`config.mk`:
```
export PLATFORM = sky130hd
export DESIGN_NAME = sra_top
export DESIGN_NICKNAME = d
export VERILOG_FILES = /design/src/rtl/sra_pkg.sv /design/src/rtl/sra_rst_sync.sv /design/src/rtl/sra_decode.sv /design/src/rtl/sra_regfile.sv /design/src/rtl/sra_top.sv
export SDC_FILE = /design/constraint.sdc
export NUM_CORES = 1
export LEC_CHECK = 0
export ABC_CLOCK_PERIOD_IN_PS = 12700
export BUFFER_PORTS_ARGS = -buffer_cell sky130_fd_sc_hd__buf_2
export CORE_ASPECT_RATIO = 2
export CORE_MARGIN = 2
export CORE_UTILIZATION = 50
export DETAILED_ROUTE_END_ITERATION = 10
export HOLD_SLACK_MARGIN = 0.06
export PLACE_DENSITY = 0.77
export SYNTH_ARGS = -nofsm -noshare
export SYNTH_HDL_FRONTEND = slang
export SYNTH_SLANG_ARGS = --single-unit
```
`constraint.sdc`:
```
create_clock -name clk -period 12.7 [get_ports clk]
set_input_delay 1.27 -clock clk [delete_from_list [all_inputs] [get_ports clk]]
set_output_delay 1.27 -clock clk [all_outputs]
set_load 0.05 [all_outputs]
```
`src/rtl/sra_pkg.sv`:
```
package sra_pkg;
  localparam int XLEN = 32;

  typedef enum logic [1:0] {
    FLT_NONE = 2'd0,
    FLT_GP   = 2'd1,
    FLT_UD   = 2'd2
  } fault_e;

  // physical storage slots
  localparam int NUM_SLOTS  = 9;
  localparam int SLOT_W     = $clog2(NUM_SLOTS);
  localparam int SLOT_CR0   = 0;
  localparam int SLOT_CR2   = 1;
  localparam int SLOT_CR3   = 2;
  localparam int SLOT_DR0   = 3;
  localparam int SLOT_DSTAT = 7;
  localparam int SLOT_DCTL  = 8;

  localparam logic [XLEN-1:0] DSTAT_ONES  = 32'hFFFF_1FF0;
  localparam logic [XLEN-1:0] DCTL_ZEROS  = 32'h0000_DC00;

  localparam int CR0_PE_BIT  = 0;
  localparam int CR0_NW_BIT  = 29;
  localparam int CR0_CD_BIT  = 30;
  localparam int CR0_PG_BIT  = 31;
  localparam int DCTL_GD_BIT = 13;
endpackage

```
`src/rtl/sra_rst_sync.sv`:
```
module sra_rst_sync #(
  parameter int STAGES = 2
) (
  input  logic clk,
  input  logic rst_n,
  output logic rst_sync_n
);
  logic [STAGES-1:0] chain_q;
  logic [STAGES-1:0] chain_d;

  always_comb chain_d = {chain_q[STAGES-2:0], 1'b1};

  always_ff @(posedge clk or negedge rst_n) begin
    if (!rst_n) chain_q <= '0;
    else        chain_q <= chain_d;
  end

  assign rst_sync_n = chain_q[STAGES-1];
endmodule

```
`src/rtl/sra_decode.sv`:
```
module sra_decode
  import sra_pkg::*;
#(
  parameter int NUM_W = 3,
  parameter int CPL_W = 2
) (
  input  logic              req_valid,
  input  logic              req_write,
  input  logic              req_debug,
  input  logic [NUM_W-1:0]  req_num,
  input  logic [CPL_W-1:0]  req_cpl,
  input  logic [XLEN-1:0]   req_wdata,
  input  logic              gd_lock,
  output fault_e            fault,
  output logic [SLOT_W-1:0] slot,
  output logic              wr_en
);
  logic cr_missing;
  logic cr0_bad;

  always_comb begin
    slot       = '0;
    cr_missing = 1'b0;
    if (req_debug) begin
      case (req_num)
        3'd4, 3'd6: slot = SLOT_W'(SLOT_DSTAT);
        3'd5, 3'd7: slot = SLOT_W'(SLOT_DCTL);
        default:    slot = SLOT_W'(SLOT_DR0) + SLOT_W'(req_num[1:0]);
      endcase
    end else begin
      case (req_num)
        3'd0:    slot = SLOT_W'(SLOT_CR0);
        3'd2:    slot = SLOT_W'(SLOT_CR2);
        3'd3:    slot = SLOT_W'(SLOT_CR3);
        default: cr_missing = 1'b1;
      endcase
    end
  end

  always_comb begin
    cr0_bad = (req_wdata[CR0_PG_BIT] && !req_wdata[CR0_PE_BIT]) ||
              (req_wdata[CR0_NW_BIT] && !req_wdata[CR0_CD_BIT]);
    if (req_cpl != '0)                                    fault = FLT_GP;
    else if (!req_debug && cr_missing)                    fault = FLT_UD;
    else if (req_debug && gd_lock)                        fault = FLT_GP;
    else if (req_write && !req_debug && req_num == '0 && cr0_bad) fault = FLT_GP;
    else                                                  fault = FLT_NONE;
    wr_en = req_valid && req_write && (fault == FLT_NONE);
  end
endmodule

```
`src/rtl/sra_regfile.sv`:
```
module sra_regfile
  import sra_pkg::*;
(
  input  logic                      clk,
  input  logic                      rst_n,
  input  logic                      wr_en,
  input  logic [SLOT_W-1:0]         wr_slot,
  input  logic [XLEN-1:0]           wr_data,
  output logic [NUM_SLOTS*XLEN-1:0] regs_flat
);
  for (genvar i = 0; i < NUM_SLOTS; i++) begin : g_slot
    localparam logic [XLEN-1:0] RST_VAL  = (i == SLOT_DSTAT) ? DSTAT_ONES : '0;
    localparam logic [XLEN-1:0] OR_MASK  = (i == SLOT_DSTAT) ? DSTAT_ONES : '0;
    localparam logic [XLEN-1:0] AND_MASK = (i == SLOT_DCTL)  ? ~DCTL_ZEROS : '1;
    logic [XLEN-1:0] q;
    logic [XLEN-1:0] d;
    logic            en;

    always_comb begin
      en = wr_en && (wr_slot == SLOT_W'(i));
      d  = en ? ((wr_data | OR_MASK) & AND_MASK) : q;
    end

    always_ff @(posedge clk or negedge rst_n) begin
      if (!rst_n) q <= RST_VAL;
      else        q <= d;
    end

    assign regs_flat[i*XLEN +: XLEN] = q;

    if (i == SLOT_DSTAT) begin : g_stat_chk
      assert_status_ones_R7: assert property (@(posedge clk) disable iff (!rst_n)
        (q & DSTAT_ONES) == DSTAT_ONES);
    end
    if (i == SLOT_DCTL) begin : g_ctl_chk
      assert_ctl_zeros_R8: assert property (@(posedge clk) disable iff (!rst_n)
        (q & DCTL_ZEROS) == '0);
    end
  end
endmodule

```
`src/rtl/sra_top.sv`:
```
module sra_top
  import sra_pkg::*;
#(
  parameter int NUM_W = 3,
  parameter int CPL_W = 2
) (
  input  logic             clk,
  input  logic             rst_n,
  input  logic             req_valid,
  input  logic             req_write,
  input  logic             req_debug,
  input  logic [NUM_W-1:0] req_num,
  input  logic [CPL_W-1:0] req_cpl,
  input  logic [XLEN-1:0]  req_wdata,
  output logic             rsp_valid,
  output logic [1:0]       rsp_fault,
  output logic [XLEN-1:0]  rsp_rdata
);
  logic                      rst_sync_n;
  logic [NUM_SLOTS*XLEN-1:0] regs_flat;
  fault_e                    fault;
  logic [SLOT_W-1:0]         slot;
  logic                      wr_en;
  logic                      gd_lock;
  logic [XLEN-1:0]           rd_word;

  logic            valid_d, valid_q;
  logic [1:0]      fault_d, fault_q;
  logic [XLEN-1:0] rdata_d, rdata_q;

  sra_rst_sync #(.STAGES(2)) u_rst (
    .clk(clk), .rst_n(rst_n), .rst_sync_n(rst_sync_n)
  );

  assign gd_lock = regs_flat[SLOT_DCTL*XLEN + DCTL_GD_BIT];

  sra_decode #(.NUM_W(NUM_W), .CPL_W(CPL_W)) u_dec (
    .req_valid(req_valid), .req_write(req_write), .req_debug(req_debug),
    .req_num(req_num), .req_cpl(req_cpl), .req_wdata(req_wdata),
    .gd_lock(gd_lock), .fault(fault), .slot(slot), .wr_en(wr_en)
  );

  sra_regfile u_rf (
    .clk(clk), .rst_n(rst_sync_n), .wr_en(wr_en), .wr_slot(slot),
    .wr_data(req_wdata), .regs_flat(regs_flat)
  );

  assign rd_word = regs_flat[slot*XLEN +: XLEN];

  always_comb begin
    valid_d = req_valid;
    fault_d = req_valid ? fault : FLT_NONE;
    rdata_d = (req_valid && !req_write && fault == FLT_NONE) ? rd_word : '0;
  end

  always_ff @(posedge clk or negedge rst_sync_n) begin
    if (!rst_sync_n) begin
      valid_q <= 1'b0;
      fault_q <= FLT_NONE;
      rdata_q <= '0;
    end else begin
      valid_q <= valid_d;
      fault_q <= fault_d;
      rdata_q <= rdata_d;
    end
  end

  assign rsp_valid = valid_q;
  assign rsp_fault = fault_q;
  assign rsp_rdata = rdata_q;

  assert_cpl_gp_R1: assert property (@(posedge clk) disable iff (!rst_sync_n)
    req_valid && req_cpl != '0 |=> rsp_fault == FLT_GP && $stable(regs_flat));

  assert_missing_cr_ud_R2: assert property (@(posedge clk) disable iff (!rst_sync_n)
    req_valid && req_cpl == '0 && !req_debug && (req_num == 3'd1 || req_num[2])
    |=> rsp_fault == FLT_UD && $stable(regs_flat));

  assert_gd_lock_R4: assert property (@(posedge clk) disable iff (!rst_sync_n)
    req_valid && req_debug && gd_lock |=> rsp_fault == FLT_GP && $stable(regs_flat));

  assert_cr0_pg_pe_R5: assert property (@(posedge clk) disable iff (!rst_sync_n)
    req_valid && req_write && !req_debug && req_num == '0 &&
    req_wdata[CR0_PG_BIT] && !req_wdata[CR0_PE_BIT]
    |=> rsp_fault == FLT_GP && $stable(regs_flat));

  assert_cr0_nw_cd_R6: assert property (@(posedge clk) disable iff (!rst_sync_n)
    req_valid && req_write && !req_debug && req_num == '0 &&
    req_wdata[CR0_NW_BIT] && !req_wdata[CR0_CD_BIT]
    |=> rsp_fault == FLT_GP && $stable(regs_flat));

  assert_rsp_timing_R10: assert property (@(posedge clk) disable iff (!rst_sync_n)
    req_valid |=> rsp_valid);

  assert_rsp_idle_R10: assert property (@(posedge clk) disable iff (!rst_sync_n)
    !req_valid |=> !rsp_valid);
endmodule

```
==> After elaboration in Yosys (flattened, before gate mapping) <==
Cells that the tools add are included.
{ "word_totals": {"regBits": 295, "latch_bits": 0, "ram_bits": 0, "mem_bits_ro": 0, "input_bits": 42, "output_inout_bits": 35, "elab_cells": 72, "n_memories": 0} }
{ "op_classes": {"n_addsub": 1, "n_mul": 0, "div_mod_pow": 0, "n_lt_le_gt_ge": 0, "n_eq_ne": 14, "shifts": 1, "mux": 11, "n_bitwise": 0, "n_reduce_logical": 32} }
{ "op_table": {"columns": ["cell", "n"], "rows": [
  ["288-bit by 10-bit indexed part select with 32-bit output", 1],
  ["32-bit two-way mux", 1],
  ["1-bit logical AND", 20],
  ["4-bit by 3-bit == test with 1-bit output (second input constant)", 4],
  ["3-bit == test (second input constant)", 4],
  ["4-bit by 2-bit == test with 1-bit output (second input constant)", 2],
  ["2-bit two-way mux", 4],
  ["4-bit one-hot mux with 2 select lines", 1],
  ["3-bit by 2-bit == test with 1-bit output (second input constant)", 2],
  ["4-bit by 1-bit == test with 1-bit output (second input constant)", 1],
  ["4-bit == test (second input constant)", 1],
  ["1-bit logical NOT", 4],
  ["4-bit logical NOT", 1],
  ["4-bit two-way mux", 1],
  ["2-bit one-hot mux with 2 select lines", 1],
  ["2-bit OR reduction", 2],
  ["2-bit by 2-bit adder with 3-bit output (first input constant)", 1],
  ["3-bit logical NOT", 1],
  ["1-bit two-way mux", 3],
  ["3-bit OR reduction", 1],
  ["2-bit logical NOT", 1],
  ["2-bit nonzero test", 1],
  ["1-bit logical OR", 1]
]} }

==> Logic depth before layout (Yosys ltp) <==
{ "logic_depth": {"ltp_word": 11, "ltp_mapped": 11, "depth_no_buf": 7} }

==> Modules after synthesis <==
Synthesis repeated with hierarchy kept, for this count alone.
{ "unflattened": {"hier_cells": 860, "area_unflattened_um2": 13487.9} }
{ "modules_own_cells": {"columns": ["mod", "instances", "cells_each", "area_each_um2", "seq_area_each_um2"], "rows": [
  ["sra_regfile", 1, 588, 9868.2, 6456.2],
  ["sra_top", 1, 241, 3343.2, 875.8],
  ["sra_decode", 1, 28, 222.7, 0.0],
  ["sra_rst_sync", 1, 3, 53.8, 50.0]
]} }

==> Worst setup path before layout <==
No wires, ideal clock.
{ "synth_path": {"path_type": "input port to flip-flop", "startpoint": "input port req_num[0]", "endpoint": "register u_rf.g_slot[2].q[10]", "setup_ns": 0.125, "arrival_time_ns": 3.335, "required_time_ns": 12.575, "slack_ns": 9.240, "cell_stages": 8, "n_path_buf": 1, "path_cell_list": "inv_1 ha_1 o41ai_1 a21oi_1 nand2b_1 nor3_4 buf_4 mux2_2"} }
{ "synth_between": {"elab_chain_len": 10, "elab_cells_between_ends": 27, "classes_between": "add/sub (1); eq/ne (7); mux (9); reduce/logical (10)"} }
{ "synth_lines": {"columns": ["element", "line", "source"], "rows": [
  ["start: declaration", "sra_top.sv:12", "input logic [NUM_W-1:0] req_num,"],
  ["3-bit by 2-bit == test with 1-bit output / 3-bit logical NOT (equally long branches)", "sra_decode.sv:31, sra_decode.sv:46", null],
  ["3-bit OR reduction (no source line) / 1-bit logical AND (equally long branches)", null, null],
  ["1-bit two-way mux / 1-bit logical AND (equally long branches)", "sra_decode.sv:31, sra_decode.sv:46", null],
  ["1-bit two-way mux (on tied branches)", "sra_decode.sv:24, sra_decode.sv:46", null],
  ["1-bit logical AND / 2-bit two-way mux (equally long branches)", "sra_decode.sv:44, sra_decode.sv:45", null],
  ["2-bit two-way mux", "sra_decode.sv:44", "else if (!req_debug && cr_missing) fault = FLT_UD;"],
  ["2-bit two-way mux", "sra_decode.sv:43", "if (req_cpl != '0) fault = FLT_GP;"],
  ["2-bit logical NOT", "sra_decode.sv:48", "wr_en = req_valid && req_write && (fault == FLT_NONE);"],
  ["1-bit logical AND", "sra_decode.sv:48", null],
  ["1-bit logical AND *", "sra_regfile.sv:20", "en = wr_en && (wr_slot == SLOT_W'(i));"],
  ["end signal: assignment", "sra_regfile.sv:25", "if (!rst_n) q <= RST_VAL;"],
  ["end signal: assignment", "sra_regfile.sv:26", "else q <= d;"],
  ["end: declaration", "sra_regfile.sv:15", "logic [XLEN-1:0] q;"]
]} }
Mark *: on every way between the ends. The rest lies on a longest branch, timed or not.
A chain may end at the register's enable or synchronous reset.

==> Final worst setup path <==
{ "layout_path": {"startpoint": "input port req_num[0]", "endpoint": "register u_rf.g_slot[6].q[9]"} }
{ "layout_between": {"elab_chain_len": 10, "elab_cells_between_ends": 27, "classes_between": "add/sub (1); eq/ne (7); mux (9); reduce/logical (10)"} }
{ "layout_lines": {"columns": ["element", "line"], "rows": [
  ["3-bit by 2-bit == test with 1-bit output / 3-bit logical NOT (equally long branches)", "sra_decode.sv:31, sra_decode.sv:46"],
  ["3-bit OR reduction (no source line) / 1-bit logical AND (equally long branches)", null],
  ["1-bit two-way mux / 1-bit logical AND (equally long branches)", "sra_decode.sv:31, sra_decode.sv:46"],
  ["1-bit two-way mux (on tied branches)", "sra_decode.sv:24, sra_decode.sv:46"],
  ["1-bit logical AND / 2-bit two-way mux (equally long branches)", "sra_decode.sv:44, sra_decode.sv:45"],
  ["2-bit two-way mux", "sra_decode.sv:44"],
  ["2-bit two-way mux", "sra_decode.sv:43"],
  ["2-bit logical NOT", "sra_decode.sv:48"],
  ["1-bit logical AND", "sra_decode.sv:48"],
  ["1-bit logical AND *", "sra_regfile.sv:20"],
  ["end signal: assignment", "sra_regfile.sv:25"],
  ["end signal: assignment", "sra_regfile.sv:26"],
  ["end: declaration", "sra_regfile.sv:15"]
]} }
Marked as above.

==> qor.yml <==
antenna_found_initial: 4
die_w_um: 120
syn_area_per_cell_um2: 13.5
gp_congestion: 0.852
drtIter0Drc: 700
pre_cts_slack_ns: 7.85
grt_pass1_vias: 9492
drt-pass1-iter-count: 5
synthToLayoutAreaGrowth_pct: 10.8
yosys-top-cells-area: "dfrtp_1, mux2_2, mux2i_1"
fin_cells: 1431
fin_crit_ns: 4.32
grt_pass1_wl_um: 54100
synth_seq_area_share_pct: 54.6
synth_ff_type: "dfrtp_1"
grt_usage_pct: 24.7
layout.nets: 1107
yosys_register_bits: 295
core-area_um2: 26800
synth-edff-count: 0
slew_headroom_pct: 32.3
post_cts_resized: 0
crit_type: "input port to register"
synth_area_um2: 13500
grt_overflow: 0
fillers: 2192
max-vdd-ir-drop_uv: 83.8
cts_root_buffer: "clkbuf_16"
power_density_nw_per_um2: 147
rsz0062_at_grt: "false"
synth_fp_nets: 1052
place_hpwl_um: 21700
clock_sinks: 295
rr_endpoint: "u_rf.g_slot[4].q[8]$_DFFE_PN0P_"
critPathCaptureType: "register"
routedWlPerCell_um: 24.2
insertion_delay_ns: 0.55
required_ns: 13.14
yosys.area.top_type: "dfrtp_1"
fin_crit_sh_pct: 34.0
num_rows: 85
drc: 0
r2r_setup_slack_ns: 9.35
post_cts_buffers: 0
grt_max_degree: 178
reg2reg_from: "u_rf.g_slot[8].q[13]$_DFFE_PN0P_"
holdWs_ns: 0.335
hold_buffers: 0
routed_wl_um: 34600
ys_warn_count: 0
cp.arrival_ns: 4.75
die_h_um: 237
setup_viol: 0
async_reset_ff_share_pct: 100
io_buffers: 76
r2r_cells: 6
finalWorstSetupSlack_ns: 8.38
crit_path_max_fanout: 22
fmax_mhz: 232
yosys.area.top_type_share_pct: 54.6
cts_tree: "built"
start_kind: "input port"
cts_inserted_buffers: 26
finalHoldViolCount: 0
vias: 8951
drv_cap: 0
io_pins: 77
ys_types: 55
drv_slew: 0
leakagePower_nw: 7.08
floorplan.initialDensity_pct: 50.5
final_layout_size_suffix_gt1_share_pct: 38.9
netlist_instances: 1005
place_inst: 1380
cts_max_level: 1
cts_buffer_depth: 3
path_clk_slew_ns: 0.06
viasPerCell: 6.26
ant_nets: 0
status: "finished, final reports clean"
clock_skew_ns: 0.0144
tightest_slew_ns: 1.02
holdCritPathClass: "register to async pin"
finalSetupTns_ns: 0
die_area_um2: 28500
worst max-delay path: stages:
cell and delay (ns):
buf_2 0.14, inv_1 0.09, ha_1 0.31, or3b_1 0.73
nand3_1 0.57, nor3_4 0.75, buf_4 0.50, mux2_2 0.39
cell usage in the layout, fill, tap and decap left out, drive strengths merged, types with 12 or more instances in the layout:
| master | Yosys | routed |
|---|---|---|
| nand2 | 45 | 45 |
| o2111ai | 25 | 25 |
| mux2 | 266 | 266 |
| nor3 | 20 | 20 |
| o211ai | 30 | 30 |
| a21oi | 50 | 50 |
| mux2i | 35 | 35 |
| clkbuf | 21 | 34 |
| dfrtp | 295 | 295 |
| inv | 31 | 31 |
| a2111oi | 12 | 12 |
| buf | 53 | 101 |
how the worst max path moves through the flow:
| stage | to | start |
|---|---|---|
| 3_5_place_dp | u_rf.g_slot[2].q[28]$_DFFE_PN0P_ | req_num[0] |
| 6_report | u_rf.g_slot[6].q[9]$_DFFE_PN0P_ | req_num[0] |
| 2_1_floorplan | rsp_fault[0]$_DFF_PN0_ | u_rst.chain_q[1]$_DFF_PN0_ |
| 5_1_grt | rsp_rdata[1]$_DFF_PN0_ | req_num[0] |
| 3_3_place_gp | u_rf.g_slot[6].q[9]$_DFFE_PN0P_ | req_num[0] |
| 4_1_cts | u_rf.g_slot[2].q[28]$_DFFE_PN0P_ | req_num[0] |
cell usage after synthesis, types with 4 or more instances:
cell type and number:
a2111oi_0 8, a2111oi_1 4, a211o_1 5, a211oi_1 9
a21oi_1 50, a31o_2 4, a32o_1 8, buf_2 23
buf_4 25, buf_6 5, clkbuf_1 21, dfrtp_1 295
ha_1 5, inv_1 31, mux2_1 16, mux2_2 231
mux2_4 19, mux2i_1 35, nand2_1 43, nand2b_1 7
nor2_1 9, nor3_1 11, nor3_4 8, nor4_1 11
o2111ai_1 25, o211a_1 4, o211ai_1 27, o22a_1 4
o22ai_1 4, o32a_1 9, o32ai_1 9
power breakdown:
| part | total [W] | leakage, nW | internal, W | switching (W) |
|---|---|---|---|---|
| combinational | 0.000310 | 2.66 | 0.000143 | 0.000167 |
| clock | 0.000799 | 0.413 | 0.000443 | 0.000356 |
| sequential | 0.00110 | 4.00 | 0.00104 | 0.0000583 |
metal layers:
metal	track usage, %	wire, µm	vias to the layer above
li1	-	-	3869
met1	29.6	12900	4612
met2	41.9	17800	331
met3	3.08	1800	137
met4	15.5	2100	2
met5	0	13	-
area by class of cell:
| type | count | area (µm²) | area share (%) |
|---|---|---|---|
| clock buffers | 34 | 722 | 4.82 |
| flip-flops and latches | 295 | 7390 | 49.3 |
| multi-input cells | 605 | 5610 | 37.4 |
| well taps | 348 | 435 | 2.90 |
| inverters | 31 | 116 | 0.776 |
| diodes | 3 | 7.51 | 0.0501 |
| clock inverters | 14 | 130 | 0.868 |
| repair buffers | 101 | 581 | 3.87 |
kinds of logic after synthesis:
logic type               after synthesis  synth area share, %
multiplexers                         301                 25.3
flip-flops                           295                 54.6
AO/OA/AOI/OAI                        192                 10.9
AND/OR/NAND/NOR                      106                 4.66
buffers and inverters                105                 4.10
adder cells (fa/ha/maj)                5                0.462
other                                  1               0.0277
flip-flops by register name (all words and copies together) (netlist names):
| signal | cells |
|---|---|
| u_rf.g_slot.q | 258 |
| rsp_fault | 2 |
| u_rst.chain_q | 2 |
| rsp_valid | 1 |
| rsp_rdata | 32 |
through the flow:
step | util (%) | power [W] | area (µm²)
2_1_floorplan | - | 0.00133 | 13500
3_3_place_gp | 52.7 | 0.00141 | 14100
3_5_place_dp | 52.7 | 0.00142 | 14100
4_1_cts | 55.9 | 0.00222 | 15000
5_1_grt | 55.9 | 0.00229 | 15000
6_report | 55.9 | 0.00221 | 15000
Note: power is estimated with default switching activity, not from simulation.
